==> config.mk <==
export PLATFORM = sky130hd
export DESIGN_NAME = i2c_ovf_slave
export DESIGN_NICKNAME = d
export VERILOG_FILES = /design/src/rtl/i2cs_pkg.sv /design/src/rtl/i2cs_sync.sv /design/src/rtl/i2cs_busmon.sv /design/src/rtl/i2cs_hostif.sv /design/src/rtl/i2cs_engine.sv /design/src/rtl/i2c_ovf_slave.sv
export SDC_FILE = /design/constraint.sdc
export NUM_CORES = 1
export LEC_CHECK = 0
export ABC_AREA = 0
export ABC_CLOCK_PERIOD_IN_PS = 2200
export BUFFER_PORTS_ARGS = -buffer_cell sky130_fd_sc_hd__buf_4
export CAP_MARGIN = 0
export CORE_UTILIZATION = 35
export CTS_CLUSTER_SIZE = 14
export DETAILED_ROUTE_END_ITERATION = 7
export GPL_TIMING_DRIVEN = 0
export PLACE_DENSITY_LB_ADDON = 0.2
export SYNTH_ARGS = -nofsm -noshare
export SYNTH_HDL_FRONTEND = slang
export SYNTH_SLANG_ARGS = --single-unit
==> constraint.sdc <==
create_clock -name clk -period 2.2 [get_ports clk]
set_input_delay 0.55 -clock clk [delete_from_list [all_inputs] [get_ports clk]]
set_output_delay 0.55 -clock clk [all_outputs]
set_load 0.02 [all_outputs]
==> src/rtl/i2cs_pkg.sv <==
package i2cs_pkg;

  localparam int ADDR_W = 7;
  localparam int BYTE_W = 8;
  localparam int CNT_W  = 4;

  typedef enum logic [3:0] {
    ST_IDLE,
    ST_ADDR,
    ST_ADDR_ACK,
    ST_RX,
    ST_RX_ACK,
    ST_TX_HOLD,
    ST_TX,
    ST_TX_ACK,
    ST_SKIP
  } i2cs_state_e;

  typedef struct packed {
    logic take;   // copy shifter into buffer
    logic ack;    // pull SDA in the ninth clock
    logic ovf;    // raise overflow
  } rx_verdict_t;

  // Outcome for a completed received byte, from the two host flags.
  function automatic rx_verdict_t judge_rx(input logic bf, input logic ov);
    rx_verdict_t v;
    v.take = ~bf;
    v.ack  = ~bf & ~ov;
    v.ovf  = bf;
    return v;
  endfunction

  // Address byte carries the 7-bit address above the direction bit.
  function automatic logic addr_hit(input logic [BYTE_W-1:0] rx,
                                    input logic [ADDR_W-1:0] own);
    return rx[BYTE_W-1:1] == own;
  endfunction

endpackage

==> src/rtl/i2cs_sync.sv <==
module i2cs_sync #(
  parameter int STAGES = 2,
  parameter int W      = 2
) (
  input  logic         clk,
  input  logic         rst_n,
  input  logic [W-1:0] din,
  output logic [W-1:0] dout
);
  logic [W-1:0] pipe [STAGES];

  always_ff @(posedge clk or negedge rst_n) begin
    if (!rst_n) begin
      for (int i = 0; i < STAGES; i++) pipe[i] <= '1;
    end else begin
      pipe[0] <= din;
      for (int i = 1; i < STAGES; i++) pipe[i] <= pipe[i-1];
    end
  end

  assign dout = pipe[STAGES-1];
endmodule

==> src/rtl/i2cs_busmon.sv <==
module i2cs_busmon (
  input  logic clk,
  input  logic rst_n,
  input  logic scl_s,
  input  logic sda_s,
  output logic start_ev,
  output logic stop_ev,
  output logic rise_ev,
  output logic fall_ev
);
  logic scl_q, sda_q;

  always_ff @(posedge clk or negedge rst_n) begin
    if (!rst_n) begin
      scl_q <= 1'b1;
      sda_q <= 1'b1;
    end else begin
      scl_q <= scl_s;
      sda_q <= sda_s;
    end
  end

  assign rise_ev  = scl_s & ~scl_q;
  assign fall_ev  = ~scl_s & scl_q;
  assign start_ev = scl_s & scl_q & sda_q & ~sda_s;
  assign stop_ev  = scl_s & scl_q & ~sda_q & sda_s;
endmodule

==> src/rtl/i2cs_hostif.sv <==
module i2cs_hostif
  import i2cs_pkg::*;
(
  input  logic              clk,
  input  logic              rst_n,
  input  logic              rx_load,
  input  logic [BYTE_W-1:0] rx_byte,
  input  logic              ov_set,
  input  logic              if_set,
  input  logic              rw_set,
  input  logic              rw_clr,
  input  logic              ckp_clr,
  input  logic              host_wr,
  input  logic [BYTE_W-1:0] host_wdata,
  input  logic              host_rd,
  input  logic              ckp_set,
  input  logic              ov_clr,
  input  logic              if_clr,
  output logic [BYTE_W-1:0] buf_q,
  output logic              bf_q,
  output logic              ov_q,
  output logic              rw_q,
  output logic              ckp_q,
  output logic              if_q
);

  always_ff @(posedge clk or negedge rst_n) begin
    if (!rst_n) begin
      buf_q <= '0;
      bf_q  <= 1'b0;
      ov_q  <= 1'b0;
      rw_q  <= 1'b0;
      ckp_q <= 1'b1;
      if_q  <= 1'b0;
    end else begin
      if (rx_load)      buf_q <= rx_byte;
      else if (host_wr) buf_q <= host_wdata;

      if (rx_load)      bf_q <= 1'b1;
      else if (host_rd) bf_q <= 1'b0;

      if (ov_set)       ov_q <= 1'b1;
      else if (ov_clr)  ov_q <= 1'b0;

      if (rw_set)       rw_q <= 1'b1;
      else if (rw_clr)  rw_q <= 1'b0;

      if (ckp_clr)      ckp_q <= 1'b0;
      else if (ckp_set) ckp_q <= 1'b1;

      if (if_set)       if_q <= 1'b1;
      else if (if_clr)  if_q <= 1'b0;
    end
  end


  load_gate_chk: assert property (@(posedge clk) disable iff (!rst_n)
    rx_load |-> !bf_q);


  ovf_only_when_full_chk: assert property (@(posedge clk) disable iff (!rst_n)
    ov_set |-> bf_q);

endmodule

==> src/rtl/i2cs_engine.sv <==
module i2cs_engine
  import i2cs_pkg::*;
(
  input  logic              clk,
  input  logic              rst_n,
  input  logic              start_ev,
  input  logic              stop_ev,
  input  logic              rise_ev,
  input  logic              fall_ev,
  input  logic              scl_s,
  input  logic              sda_s,
  input  logic [ADDR_W-1:0] own_addr,
  input  logic              bf,
  input  logic              ov,
  input  logic              ckp,
  input  logic              tx_wr,
  input  logic [BYTE_W-1:0] tx_data,
  output logic              rx_load,
  output logic [BYTE_W-1:0] rx_byte,
  output logic              ov_set,
  output logic              if_set,
  output logic              rw_set,
  output logic              rw_clr,
  output logic              ckp_clr,
  output logic              scl_pull,
  output logic              sda_pull
);
  localparam logic [CNT_W-1:0] LAST_BIT = CNT_W'(BYTE_W);
  localparam logic [CNT_W-1:0] TX_LAST  = CNT_W'(BYTE_W - 1);

  i2cs_state_e       state;
  logic [CNT_W-1:0]  cnt;
  logic [BYTE_W-1:0] sh;
  logic [BYTE_W-1:0] tx_sh;
  logic              ack_q;
  logic              rd_q;
  logic              mack_q;

  rx_verdict_t verdict;
  logic        hit;
  logic        byte_end;
  logic        ninth_fall;

  always_comb begin
    verdict    = judge_rx(bf, ov);
    hit        = addr_hit(sh, own_addr);
    byte_end   = fall_ev && (cnt == LAST_BIT) &&
                 (state == ST_ADDR || state == ST_RX);
    ninth_fall = fall_ev && (state == ST_ADDR_ACK || state == ST_RX_ACK ||
                             state == ST_TX_ACK);
    rx_load = 1'b0;
    ov_set  = 1'b0;
    rw_set  = 1'b0;
    rw_clr  = 1'b0;
    if (byte_end) begin
      if (state == ST_RX) begin
        rx_load = verdict.take;
        ov_set  = verdict.ovf;
      end else if (hit) begin
        if (sh[0]) begin
          rw_set = 1'b1;
        end else begin
          rw_clr  = 1'b1;
          rx_load = verdict.take;
          ov_set  = verdict.ovf;
        end
      end
    end
    if_set  = ninth_fall;
    ckp_clr = ninth_fall && ((state == ST_ADDR_ACK && rd_q) ||
                             (state == ST_TX_ACK && mack_q));
  end

  assign rx_byte  = sh;
  assign scl_pull = (state == ST_TX_HOLD);
  assign sda_pull = ((state == ST_ADDR_ACK || state == ST_RX_ACK) && ack_q) ||
                    ((state == ST_TX_HOLD || state == ST_TX) && !tx_sh[BYTE_W-1]);

  // Bus sequencing
  always_ff @(posedge clk or negedge rst_n) begin
    if (!rst_n) begin
      state  <= ST_IDLE;
      cnt    <= '0;
      sh     <= '0;
      ack_q  <= 1'b0;
      rd_q   <= 1'b0;
      mack_q <= 1'b0;
    end else if (stop_ev) begin
      state <= ST_IDLE;
    end else if (start_ev) begin
      state <= ST_ADDR;
      cnt   <= '0;
    end else begin
      unique case (state)
        ST_ADDR, ST_RX: begin
          if (rise_ev && cnt != LAST_BIT) begin
            sh  <= {sh[BYTE_W-2:0], sda_s};
            cnt <= cnt + 1'b1;
          end
          if (byte_end) begin
            if (state == ST_RX) begin
              ack_q <= verdict.ack;
              state <= ST_RX_ACK;
            end else if (hit) begin
              ack_q <= sh[0] ? 1'b1 : verdict.ack;
              rd_q  <= sh[0];
              state <= ST_ADDR_ACK;
            end else begin
              state <= ST_SKIP;
            end
          end
        end
        ST_ADDR_ACK: begin
          if (fall_ev) begin
            state <= rd_q ? ST_TX_HOLD : ST_RX;
            cnt   <= '0;
          end
        end
        ST_RX_ACK: begin
          if (fall_ev) begin
            state <= ST_RX;
            cnt   <= '0;
          end
        end
        ST_TX_HOLD: begin
          if (ckp) begin
            state <= ST_TX;
            cnt   <= '0;
          end
        end
        ST_TX: begin
          if (fall_ev) begin
            cnt <= cnt + 1'b1;
            if (cnt == TX_LAST) state <= ST_TX_ACK;
          end
        end
        ST_TX_ACK: begin
          if (rise_ev) mack_q <= !sda_s;
          if (fall_ev) state <= mack_q ? ST_TX_HOLD : ST_SKIP;
        end
        default: ;
      endcase
    end
  end

  // Transmit shifter: host load outside a byte, shift on falling SCL inside one
  always_ff @(posedge clk or negedge rst_n) begin
    if (!rst_n) begin
      tx_sh <= '1;
    end else if (state == ST_TX) begin
      if (fall_ev) tx_sh <= {tx_sh[BYTE_W-2:0], 1'b1};
    end else if (tx_wr) begin
      tx_sh <= tx_data;
    end
  end


  hold_sets_release_low_chk: assert property (@(posedge clk) disable iff (!rst_n)
    $rose(scl_pull) |-> !ckp);


  release_needs_ckp_chk: assert property (@(posedge clk) disable iff (!rst_n)
    $fell(scl_pull) |-> $past(ckp));


  sda_moves_scl_low_chk: assert property (@(posedge clk) disable iff (!rst_n)
    !$stable(sda_pull) |-> !scl_s);


  event_on_low_scl_chk: assert property (@(posedge clk) disable iff (!rst_n)
    if_set |-> !scl_s);

endmodule

==> src/rtl/i2c_ovf_slave.sv <==
module i2c_ovf_slave
  import i2cs_pkg::*;
#(
  parameter int SYNC_STAGES = 2
) (
  input  logic              clk,
  input  logic              rst_n,
  input  logic              scl_i,
  input  logic              sda_i,
  output logic              scl_pull,
  output logic              sda_pull,
  input  logic [ADDR_W-1:0] own_addr,
  input  logic              host_wr,
  input  logic [BYTE_W-1:0] host_wdata,
  input  logic              host_rd,
  output logic [BYTE_W-1:0] host_rdata,
  input  logic              ckp_set,
  input  logic              ov_clr,
  input  logic              if_clr,
  output logic              bf,
  output logic              ov,
  output logic              rw,
  output logic              ckp,
  output logic              irq_flag
);
  logic [1:0] lines_s;
  logic scl_s, sda_s;
  logic start_ev, stop_ev, rise_ev, fall_ev;
  logic rx_load, ov_set, if_set, rw_set, rw_clr, ckp_clr;
  logic [BYTE_W-1:0] rx_byte;

  i2cs_sync #(.STAGES(SYNC_STAGES), .W(2)) u_sync (
    .clk  (clk),
    .rst_n(rst_n),
    .din  ({scl_i, sda_i}),
    .dout (lines_s)
  );

  assign scl_s = lines_s[1];
  assign sda_s = lines_s[0];

  i2cs_busmon u_mon (
    .clk     (clk),
    .rst_n   (rst_n),
    .scl_s   (scl_s),
    .sda_s   (sda_s),
    .start_ev(start_ev),
    .stop_ev (stop_ev),
    .rise_ev (rise_ev),
    .fall_ev (fall_ev)
  );

  i2cs_engine u_eng (
    .clk     (clk),
    .rst_n   (rst_n),
    .start_ev(start_ev),
    .stop_ev (stop_ev),
    .rise_ev (rise_ev),
    .fall_ev (fall_ev),
    .scl_s   (scl_s),
    .sda_s   (sda_s),
    .own_addr(own_addr),
    .bf      (bf),
    .ov      (ov),
    .ckp     (ckp),
    .tx_wr   (host_wr),
    .tx_data (host_wdata),
    .rx_load (rx_load),
    .rx_byte (rx_byte),
    .ov_set  (ov_set),
    .if_set  (if_set),
    .rw_set  (rw_set),
    .rw_clr  (rw_clr),
    .ckp_clr (ckp_clr),
    .scl_pull(scl_pull),
    .sda_pull(sda_pull)
  );

  i2cs_hostif u_host (
    .clk       (clk),
    .rst_n     (rst_n),
    .rx_load   (rx_load),
    .rx_byte   (rx_byte),
    .ov_set    (ov_set),
    .if_set    (if_set),
    .rw_set    (rw_set),
    .rw_clr    (rw_clr),
    .ckp_clr   (ckp_clr),
    .host_wr   (host_wr),
    .host_wdata(host_wdata),
    .host_rd   (host_rd),
    .ckp_set   (ckp_set),
    .ov_clr    (ov_clr),
    .if_clr    (if_clr),
    .buf_q     (host_rdata),
    .bf_q      (bf),
    .ov_q      (ov),
    .rw_q      (rw),
    .ckp_q     (ckp),
    .if_q      (irq_flag)
  );
endmodule

== After elaboration in Yosys (flattened, before gate mapping) ==
Index checks and enable logic that the tools add are counted.

* Bits in registers: 46
* Output and inout port bits: 15

* $add $sub $neg: 1
* Eq/ne operators: 23
* Multiplexer cells: 53
* Bitwise gates (word level): 17
* Reduce and logical (&&, ||, !) cells: 36

{| class="wikitable"
|+ Operators with widths
! kind !! number
|-
| two-way mux 4 bit || 17
|-
| two-way mux 8 bit || 4
|-
| two-way mux 1 bit || 29
|-
| != test 4 x 3 -> 1 bit (second input constant) || 6
|-
| one-hot mux 4 bit (6 select lines) || 1
|-
| == test 4 x 3 -> 1 bit (second input constant) || 5
|-
| one-hot mux 4 bit (4 select lines) || 1
|-
| nonzero test 2 bit || 8
|-
| AND reduction 6 bit || 2
|-
| logical AND 1 bit || 9
|-
| NOT 1 bit || 9
|-
| AND 1 bit || 8
|-
| == test 4 x 2 -> 1 bit (second input constant) || 2
|-
| AND reduction 4 bit || 2
|-
| AND reduction 8 bit || 1
|-
| nonzero test 8 bit || 1
|-
| == test 7 bit || 1
|-
| logical OR 1 bit || 6
|-
| != test 3 x 1 -> 1 bit (second input constant) || 2
|-
| != test 3 x 2 -> 1 bit (second input constant) || 2
|-
| AND reduction 5 bit || 1
|-
| nonzero test 5 bit || 1
|-
| adder 4 x 1 -> 4 bit (second input constant) || 1
|-
| == test 4 x 1 -> 1 bit (second input constant) || 1
|-
| 8 further kinds || 10
|}

== Longest topological paths before layout ==
Gate-level depths: netlist of run 1.

* Word-level depth: 8
* Mapped depth: 7
* Depth with buffers taken out: 7

== By module ==
From an unflattened synthesis of run 1, not the netlist that was laid out.

* Cell total of the unflattened synthesis: 246
* Area, all modules: 2467.4 um^2

{| class="wikitable"
|+ By module, submodules not included
! module !! instances !! cells each !! area each (um^2)
|-
| i2cs_engine || 1 || 185 || 1709.1
|-
| i2cs_hostif || 1 || 49 || 553.0
|-
| i2cs_sync || 1 || 6 || 120.1
|-
| i2cs_busmon || 1 || 6 || 85.1
|}

== Least setup slack after synthesis of run 1 ==
OpenSTA, ideal clock, no wires.

* Kind: flip-flop to output port
* Start point: register u_eng.state[2]
* End point: output sda_pull
* Arrival: 1.385 ns
* Data required time: 1.650 ns
* Slack: 0.265 ns
* Cell stages (with the launch flop): 8
* Path buffers: 2
* Cell sequence: dfrtp_1 buf_2 buf_2 nand2b_1 o21ai_0 a22oi_1 o32a_1 nor2_1

* Cells in the longest elaborated chain, start to end: 4

{| class="wikitable"
|+ Ends and longest elaborated chain
! what !! line !! RTL
|-
| start, declared || i2cs_engine.sv:31 || <nowiki>i2cs_state_e state;</nowiki>
|-
| start signal, assigned || i2cs_engine.sv:115 || <nowiki>state <= rd_q ? ST_TX_HOLD : ST_RX;</nowiki>
|-
| start signal, assigned || i2cs_engine.sv:139 || <nowiki>if (fall_ev) state <= mack_q ? ST_TX_HOLD : ST_SKIP;</nowiki>
|-
| == test 4 x 2 -> 1 bit, or another cell as far along || i2cs_engine.sv:76 || <nowiki>assign sda_pull = ((state == ST_ADDR_ACK || state == ST_RX_ACK) && ack_q) ||</nowiki>
|-
| logical OR 1 bit, on equally long branches || i2cs_engine.sv:76, i2cs_engine.sv:77 ||
|-
| logical AND 1 bit, on equally long branches || i2cs_engine.sv:76, i2cs_engine.sv:77 ||
|-
| logical OR 1 bit * || i2cs_engine.sv:76 ||
|-
| end, declared || i2c_ovf_slave.sv:11 || <nowiki>output logic sda_pull,</nowiki>
|}

Every way passes the cells marked *; elsewhere a longest branch is shown, timed or not.

== Final worst setup path of run 1 ==
Same ends and word-level chain as after synthesis.

==> results of run 1 <==
==> where the power goes <==
part	total, uW	leakage (uW)	switching (uW)	internal (uW)
sequential	1280	0.000551	220	1060
combinational	1290	0.000670	680	612
clock	624	0.0000514	285	339
==> stage by stage <==
stage	instance area [um2]	hold WS, ns	power, uW	utilization
2_1_floorplan	2500	0.254	2090	-
3_3_place_gp	2900	0.346	2420	0.424
4_1_cts	3050	0.262	3130	0.447
5_1_grt	3100	0.281	3420	0.454
6_report	3100	0.245	3190	0.454
3_5_place_dp	2900	0.349	2420	0.424
==> worst max-delay path by stage <==
stage | endpoint | cells after the start | start | slack (ns)
6_report | sda_pull | 7 | u_eng.state[2]$_DFFE_PN0P_ | 0.06
5_1_grt | sda_pull | 7 | u_eng.state[2]$_DFFE_PN0P_ | -0.003
4_1_cts | sda_pull | 4 | u_eng.state[1]$_DFFE_PN0P_ | 0.002
3_5_place_dp | sda_pull | 8 | u_eng.state[2]$_DFFE_PN0P_ | 0.16
3_3_place_gp | sda_pull | 8 | u_eng.state[2]$_DFFE_PN0P_ | 0.16
2_1_floorplan | sda_pull | 7 | u_eng.state[2]$_DFFE_PN0P_ | 0.26
==> worst max-delay path, stage by stage, from the launching register on <==
cell	delay [ns]
dfrtp_2	0.46
buf_6	0.14
nand2b_4	0.13
o21ai_2	0.05
a22oi_2	0.08
o32a_1	0.17
nor2_2	0.12
buf_6	0.13
==> state kept, by name (all words and copies together), names as in the netlist, 2 cells and up <==
name           cells
u_eng.cnt          4
u_eng.rx_byte      8
u_eng.state        4
u_eng.tx_sh        8
u_host.buf_q       8
u_sync.dout        2
u_sync.pipe        2
==> repair_timing <==
action / in CTS / in global routing
endpoints found under the setup margin: 1 / 1
resized for setup: 7 / 6
buffers inserted: 4 / 4
pin swaps: 1 / 3
==> routing by layer <==
layer / routed length (um) / global-route usage
met5: 0 / 0
met4: 119 / 0.0758
met3: 161 / 0.0295
met2: 2600 / 0.245
met1: 2770 / 0.243
==> kinds of logic (layout without fill, tap and decap cells) <==
family | after synthesis | in the layout | synth area share
multiplexers | 33 | 33 | 0.149
AO/OA/AOI/OAI | 58 | 58 | 0.153
adder cells (fa/ha/maj) | 2 | 2 | 0.0100
AND/OR/NAND/NOR | 62 | 62 | 0.155
buffers and inverters | 19 | 71 | 0.0370
flip-flops | 46 | 46 | 0.468
XOR/XNOR | 8 | 8 | 0.0280
==> placed cells by master, fill, tap and decap left out, types with 2 or more instances in the layout <==
| master | Yosys | routed |
|---|---|---|
| nand3_1 | 6 | 6 |
| clkbuf_8 | 0 | 5 |
| dfstp_2 | 15 | 15 |
| nand3b_1 | 2 | 2 |
| a211oi_1 | 4 | 4 |
| mux2i_1 | 8 | 8 |
| nor2b_1 | 4 | 3 |
| inv_1 | 10 | 9 |
| nand2_1 | 14 | 14 |
| a31oi_1 | 3 | 3 |
| xnor2_1 | 7 | 7 |
| o32a_1 | 2 | 2 |
| buf_6 | 1 | 3 |
| nor3b_1 | 2 | 2 |
| o21ai_0 | 21 | 20 |
| nor2_1 | 11 | 10 |
| mux2_2 | 24 | 24 |
| buf_2 | 5 | 3 |
| nand2b_4 | 1 | 2 |
| clkinvlp_4 | 0 | 2 |
| nor4_4 | 2 | 2 |
| dfrtp_2 | 0 | 3 |
| nor3_1 | 3 | 3 |
| or3_1 | 2 | 2 |
| nand2b_1 | 5 | 4 |
| ha_1 | 2 | 2 |
| a21oi_1 | 12 | 12 |
| buf_4 | 2 | 46 |
| dfrtp_1 | 31 | 28 |
==> synth_stat cells, types with 2 or more instances <==
library cell  instances  area, um2
a21oi_1              12       60.1
nand2_1              14       52.6
nand3b_1              2       15.0
inv_1                10       37.5
a22oi_1               2       15.0
nor2_1               11       41.3
nand3_1               6       30.0
nor3b_1               2       15.0
a211oi_1              4       30.0
a31oi_1               3       18.8
buf_4                 2       15.0
dfrtp_1              31        776
buf_2                 5       25.0
ha_1                  2       25.0
o32a_1                2       20.0
nor3_1                3       15.0
or3_1                 2       12.5
xnor2_1               7       61.3
mux2i_1               8       80.1
nor2b_1               4       25.0
dfstp_2              15        394
nor4_4                2       42.5
mux2_2               24        270
o21ai_0              21        105
nand2b_1              5       31.3
==> final cells by class <==
type	count	area share
Buffer	7	0.0169
Clock buffer	6	0.0234
Clock inverter	2	0.0121
Inverter	11	0.0145
Multi-Input combinational cell	163	0.406
Sequential cell	46	0.378
Tap cell	96	0.0387
Timing Repair Buffer	45	0.110
==> impl_metrics.yaml, run 1 <==
status:
  status: "finished clean"
yosys:
  netlist_area_mm2: 0.00250
  synth.yosys.seq_area_share: 0.468
  synth-edff-count: 0
  synth_cell_types: 54
  async_flop_share: 1.00
  postSynthCellCount: 228
  syn_area_per_cell_um2: 11.0
  yosys_warnings: 0
  synth_fp_nets: 254
  synth_ff_type: "dfrtp_1"
  synth-seq-cells: 46
route:
  routedWlPerCell_um: 15.0
  drc: 0
  wl_um: 5660
  drt_iter0_drc: 93
  drtAntennaViolNets: 0
  drtPass1Iterations: 4
  vias_per_cell: 5.08
  vias: 1910
placement:
  dpl.hpwl_um: 4110
  dpl.cell_count: 361
  place_ws_ns: 0.156
  port_buffers: 37
  gp_congestion: 0.904
cells_and_area:
  diodes: 0
  final_cells: 376
  fillCellCount: 687
  nNetsFinal: 305
  multi_input_area_mm2: 0.00126
  drive_above_1_share: 0.425
  seq_area_mm2: 0.00117
  areaGrowthSynthToFinish_pct: 24.1
clocking:
  clkLatencyLatePin_ns: 0.30
  clkTransAtPathRegs_ns: 0.08
  cts_made_buffers: 5
  ctsHoldBuffers: 0
  clock-sinks: 46
  cts_buffer_depth: 2
  htree_levels: 2
  root_buffer: "clkbuf_8"
  tritoncts: "built"
power_and_ir_drop:
  peakVddDrop_mv: 0.473
  leakagePower_uw: 0.00127
  p_per_area_mw_per_mm2: 1030
timing:
  setup_viol: 0
  hold_viol_final: 0
  slew_headroom: 0.609
  slew_violations: 0
  max_slew.worst_pin.slew_ns: 0.586
  min_period_ns: 2.14
  fin_skew_ns: 0.00366
  tns_ns: 0
  fmaxAchievable_ghz: 0.468
  post-route-period-util: 0.971
  fin_ws_ns: 0.0642
job:
  cap_violations: 0
critical_path:
  cp.arrival_ns: 1.59
  crit_path_start_kind: "flip-flop"
  worst_setup_path_end_kind: "output port"
  path_class: "reg -> out"
  rrSetupSlack_ns: 0.29
  worst_r2r_path_depth: 5
  r2r-end: "u_eng.cnt[2]$_DFFE_PN0P_"
  crit_required_ns: 1.65
  cp_max_fo: 4
  r2r_start: "u_mon.scl_q$_DFF_PN1_"
global_routing:
  grt_overflow: 0
  grt_pass1_wl_um: 9630
  antenna_found_initial: 0
  grt_usage: 0.168
  grt_pass1_vias: 1896
  grt_max_degree: 47
die:
  die-area_mm2: 0.00749
  core_area_mm2: 0.00683
  fp.dieH_um: 86.5
  io_pins: 39
  rows: 30
  die_x_um: 86.5
  start_util: 0.366
worst_hold_path:
  hp-class: "in -> async"
(Power assumes the default switching activity.)
==> inputs of run 2 (changes only) <==
Settings changed: PLACE_DENSITY_LB_ADDON 0.2 to not set.
==> impl_metrics.yaml, run 2 (synthesis gave the netlist of run 1 again) <==
critical_path:
  crit_path_start_kind: "flip-flop"
  r2r_start: "u_eng.state[2]$_DFFE_PN0P_"
  cp_top_family: "flip-flops"
  cp_max_fo: 10
  cpPeakStageDelay_ns: 0.44
  crit_chain: "buf_4, nand2_1, o32a_1, nor2_1, buf_4"
  crit_top_cell: "buf_4"
  path_class: "reg -> out"
  crit_required_ns: 1.65
  slowest_stage: "dfrtp_2"
  worst_setup_path_end_kind: "output port"
  crit_start: "u_eng.state[0]$_DFFE_PN0P_"
  cp.arrival_ns: 1.57
  critPathBufInv: 2
timing:
  slew_headroom: 0.617
  setup_viol: 0
  grt_setup_unrepaired: "no"
  hold_viol_final: 0
  fmaxAchievable_ghz: 0.472
  slew_violations: 0
  post-route-period-util: 0.963
  fin_skew_ns: 0.00584
  min_period_ns: 2.12
  max_slew.worst_pin.slew_ns: 0.574
  tns_ns: 0
placement:
  port_buffers: 37
  dpl_cell_area_mm2: 0.00290
  gp_congestion: 0.920
  dpl.hpwl_um: 4040
power_and_ir_drop:
  switching_share: 0.387
  seq_power_share: 0.430
  peakVddDrop_mv: 0.386
  p_sw_uw: 1150
  power_frac_clock: 0.176
  p_per_area_mw_per_mm2: 990
  p_comb_frac: 0.395
  leakagePower_uw: 0.00124
  p_int_uw: 1830
die:
  rows: 30
  fp.dieH_um: 86.5
  die_x_um: 86.5
  io_pins: 39
  die-area_mm2: 0.00749
  core_area_mm2: 0.00683
  start_util: 0.366
clocking:
  clkLatencyLatePin_ns: 0.31
  cts_made_buffers: 5
  clock-sinks: 46
  clkTransAtPathRegs_ns: 0.09
  root_buffer: "clkbuf_8"
  ctsHoldBuffers: 0
  tritoncts: "built"
  cts_buffer_depth: 2
  htree_levels: 2
cells_and_area:
  nNetsFinal: 300
  final_cell_mix: "43 x buf_4, 28 x dfrtp_1, 24 x mux2_2"
  fin_area_mm2: 0.00301
  diodes: 0
  areaGrowthSynthToFinish_pct: 20.4
  drive_above_1_share: 0.400
  final_common_cell: "buf_4"
  fillCellCount: 673
route:
  drtAntennaViolNets: 0
  vias_per_cell: 5.11
  drtPass1Iterations: 4
  drc: 0
  vias: 1897
  routedWlPerCell_um: 14.5
  drt_iter0_drc: 100
  wl_um: 5390
worst_hold_path:
  hp-class: "in -> async"
global_routing:
  grt_max_degree: 47
  grt_overflow: 0
  grt_pass1_wl_um: 9130
  grt_usage: 0.160
  grt_pass1_vias: 1898
  antenna_found_initial: 0
job:
  cap_violations: 0
status:
  status: "finished clean"
-- run 2: changes by cell type in the layout (fill, tap and decap cells not counted), sizes merged --
cell,previous run,this run
bufinv,1,0
buf,52,47
inv,10,12
clkinv,0,2
clkinvlp,2,0
clkbuf,6,5
-- run 2: cell type report --
type | count | area (um2) | area share
clock inverter | 3 | 18.8 | 0.00623
inverter | 11 | 41.3 | 0.0137
sequential | 46 | 1170 | 0.390
timing repair buffer | 41 | 308 | 0.102
buffer | 6 | 41.3 | 0.0137
tap | 96 | 120 | 0.0399
multi-input combinational | 163 | 1240 | 0.411
clock buffer | 5 | 68.8 | 0.0229
-- run 2: power by group through the flow --
stage	clock network [uW]	logic (uW)	registers, uW
after global placement	0	1130	1290
after global routing	588	1290	1310
after detailed placement	0	1130	1290
after CTS	547	1150	1290
after floorplan	0	842	1250
final	524	1180	1280
-- run 2: per-stage QoR --
step	hold slack, ns	total power, uW	instances	setup WS, ns	utilization
6_report	0.231	2980	371	0.0821	0.441
5_1_grt	0.269	3190	371	0.00337	0.441
4_1_cts	0.255	2990	370	0.0100	0.440
3_5_place_dp	0.354	2420	361	0.184	0.424
3_3_place_gp	0.346	2410	361	0.196	0.424
2_1_floorplan	0.254	2090	228	0.265	-
-- run 2: per-layer routing --
layer / global-route usage / part of all wire / up-vias
li1: - / - / 920
met1: 0.206 / 0.47 / 911
met2: 0.247 / 0.46 / 50
met3: 0.0429 / 0.047 / 16
met4: 0.0803 / 0.028 / 0
met5: 0 / 0 / -
-- run 2: repair_timing --
item                       4_1_cts  5_1_grt
resized for setup                5        2
setup endpoints to repair        1        1
setup buffers                    2        2
pin swaps                        3        3
-- run 2: path summary, 6_finish.rpt --
kind                                                end  slack [ns]  cells after the start
max in group asynchronous    u_eng.state[1]$_DFFE_PN0P_        1.54                      1
min                        u_eng.rx_byte[6]$_DFFE_PN0P_        0.23                      1
min reg2reg                    u_sync.dout[0]$_DFF_PN1_        0.36                      0
max reg2reg                      u_eng.rd_q$_DFFE_PN0P_        0.20                      6
max                                            sda_pull        0.08                      5
min in group clk               u_sync.pipe[3]$_DFF_PN1_        0.35                      1
-- run 2: worst reg2reg max path: cells and delay by family, from the launching register on --
family | cells | cell delay [ns]
AND/OR/NAND/NOR | 3 | 0.82
buffers and inverters | 2 | 0.29
flip-flops | 1 | 0.45
multiplexers | 1 | 0.32
==> inputs of run 3 (changes only) <==
Settings changed: PLACE_DENSITY set to 0.52.
==> impl_metrics.yaml, run 3 (synthesis gave the netlist of run 1 again) <==
status:
  status: "finished clean"
power_and_ir_drop:
  p_int_uw: 1870
  power_frac_clock: 0.169
  p_sw_uw: 1170
  p_comb_frac: 0.409
  leakagePower_uw: 0.00126
  seq_power_share: 0.422
  p_per_area_mw_per_mm2: 996
  peakVddDrop_mv: 0.350
  switching_share: 0.385
timing:
  fmaxAchievable_ghz: 0.462
  hold_viol_final: 0
  slew_violations: 0
  min_period_ns: 2.17
  fin_ws_ns: 0.0347
  tns_ns: 0
  fin_skew_ns: 0.0100
  slew_headroom: 0.604
  max_slew.worst_pin.slew_ns: 0.590
  post-route-period-util: 0.984
  setup_viol: 0
cells_and_area:
  final_cell_mix: "44 x buf_4, 28 x dfrtp_1, 24 x mux2_2"
  areaGrowthSynthToFinish_pct: 21.9
  diodes: 0
  final_common_cell: "buf_4"
  fin_area_mm2: 0.00305
  fillCellCount: 690
  utilization: 0.446
  drive_above_1_share: 0.410
  nNetsFinal: 303
clocking:
  htree_levels: 2
  ctsHoldBuffers: 0
  tritoncts: "built"
  clkTransAtPathRegs_ns: 0.08
  clkLatencyLatePin_ns: 0.31
  clock-sinks: 46
  cts_made_buffers: 5
  cts_buffer_depth: 2
  root_buffer: "clkbuf_8"
route:
  wl_um: 5700
  vias: 1887
  vias_per_cell: 5.05
  drtPass1Iterations: 4
  drtAntennaViolNets: 0
  drc: 0
  drt_iter0_drc: 109
  routedWlPerCell_um: 15.2
critical_path:
  rrSetupSlack_ns: 0.27
  r2r-end: "u_eng.cnt[2]$_DFFE_PN0P_"
  r2r_start: "u_mon.scl_q$_DFF_PN1_"
  crit_top_cell: "buf_6"
  cpPeakStageDelay_ns: 0.45
  crit_chain: "buf_6, nand2b_4, o21ai_1, a22oi_1, o32a_1, nor2_2, buf_6"
  slowest_stage: "dfrtp_2"
  crit_required_ns: 1.65
  cp.arrival_ns: 1.62
  worst_setup_path_end_kind: "output port"
  path_class: "reg -> out"
  cp_max_fo: 5
  worst_r2r_path_depth: 5
  crit_path_start_kind: "flip-flop"
global_routing:
  grt_pass1_wl_um: 9340
  antenna_found_initial: 0
  grt_max_degree: 47
  grt_pass1_vias: 1822
  grt_overflow: 0
  grt_usage: 0.165
placement:
  dpl_cell_area_mm2: 0.00290
  dpl.hpwl_um: 4200
  gp_congestion: 0.850
  port_buffers: 37
  place_ws_ns: 0.165
die:
  io_pins: 39
  core_area_mm2: 0.00683
  rows: 30
  die-area_mm2: 0.00749
  start_util: 0.366
  die_x_um: 86.5
  fp.dieH_um: 86.5
worst_hold_path:
  hp-class: "in -> async"
job:
  cap_violations: 0
[run 3: routing by layer]
layer	global-route usage	share of wire	wire (um)	up-vias
met1	0.242	0.51	2890	920
met2	0.245	0.45	2540	42
met3	0.0333	0.034	196	6
met4	0.0515	0.013	72	0
met5	0	0	0	-
li1	-	-	-	919
[run 3: worst max-delay path by stage]
stage	start	end	cells past startpoint
after floorplan	u_eng.state[2]$_DFFE_PN0P_	sda_pull	7
after global placement	u_eng.state[2]$_DFFE_PN0P_	sda_pull	8
after detailed placement	u_eng.state[2]$_DFFE_PN0P_	sda_pull	8
after CTS	u_eng.state[1]$_DFFE_PN0P_	sda_pull	4
after global routing	u_eng.state[2]$_DFFE_PN0P_	sda_pull	7
final	u_eng.state[2]$_DFFE_PN0P_	sda_pull	7
[run 3: what timing repair did]
action | 4_1_cts | 5_1_grt
buffers inserted | 5 | 1
pin swaps | 1 | 3
setup endpoints to repair | 1 | 1
resized for setup | 7 | 3
[run 3: per-stage QoR]
step / power (uW) / std cells / hold WS [ns]
CTS: 3030 / 373 / 0.269
finish: 3040 / 374 / 0.242
detailed placement: 2430 / 361 / 0.347
global route: 3250 / 374 / 0.286
global placement: 2440 / 361 / 0.345
floorplan: 2090 / 228 / 0.254
[run 3: power groups by stage]
stage               clock network, uW  logic (uW)  registers (uW)
finish                            514        1240            1280
floorplan                           0         842            1250
global route                      569        1360            1320
global placement                    0        1140            1300
detailed placement                  0        1140            1290
CTS                               537        1200            1290
[run 3: critical path: cells and delay by family, from the launching register on]
family,cells,cell delay [ns]
buffers and inverters,2,0.27
DFF,1,0.45
AOI/OAI and AO/OA,3,0.35
and+or+nand+nor,2,0.24
[run 3: final cells by class]
| type | count | area (um2) | area share |
|---|---|---|---|
| Sequential cell | 46 | 1170 | 0.385 |
| Multi-Input combinational cell | 163 | 1250 | 0.410 |
| Inverter | 11 | 41.3 | 0.0135 |
| Timing Repair Buffer | 43 | 327 | 0.107 |
| Tap cell | 96 | 120 | 0.0394 |
| Buffer | 7 | 52.6 | 0.0172 |
| Clock inverter | 2 | 13.8 | 0.00451 |
| Clock buffer | 6 | 72.6 | 0.0238 |
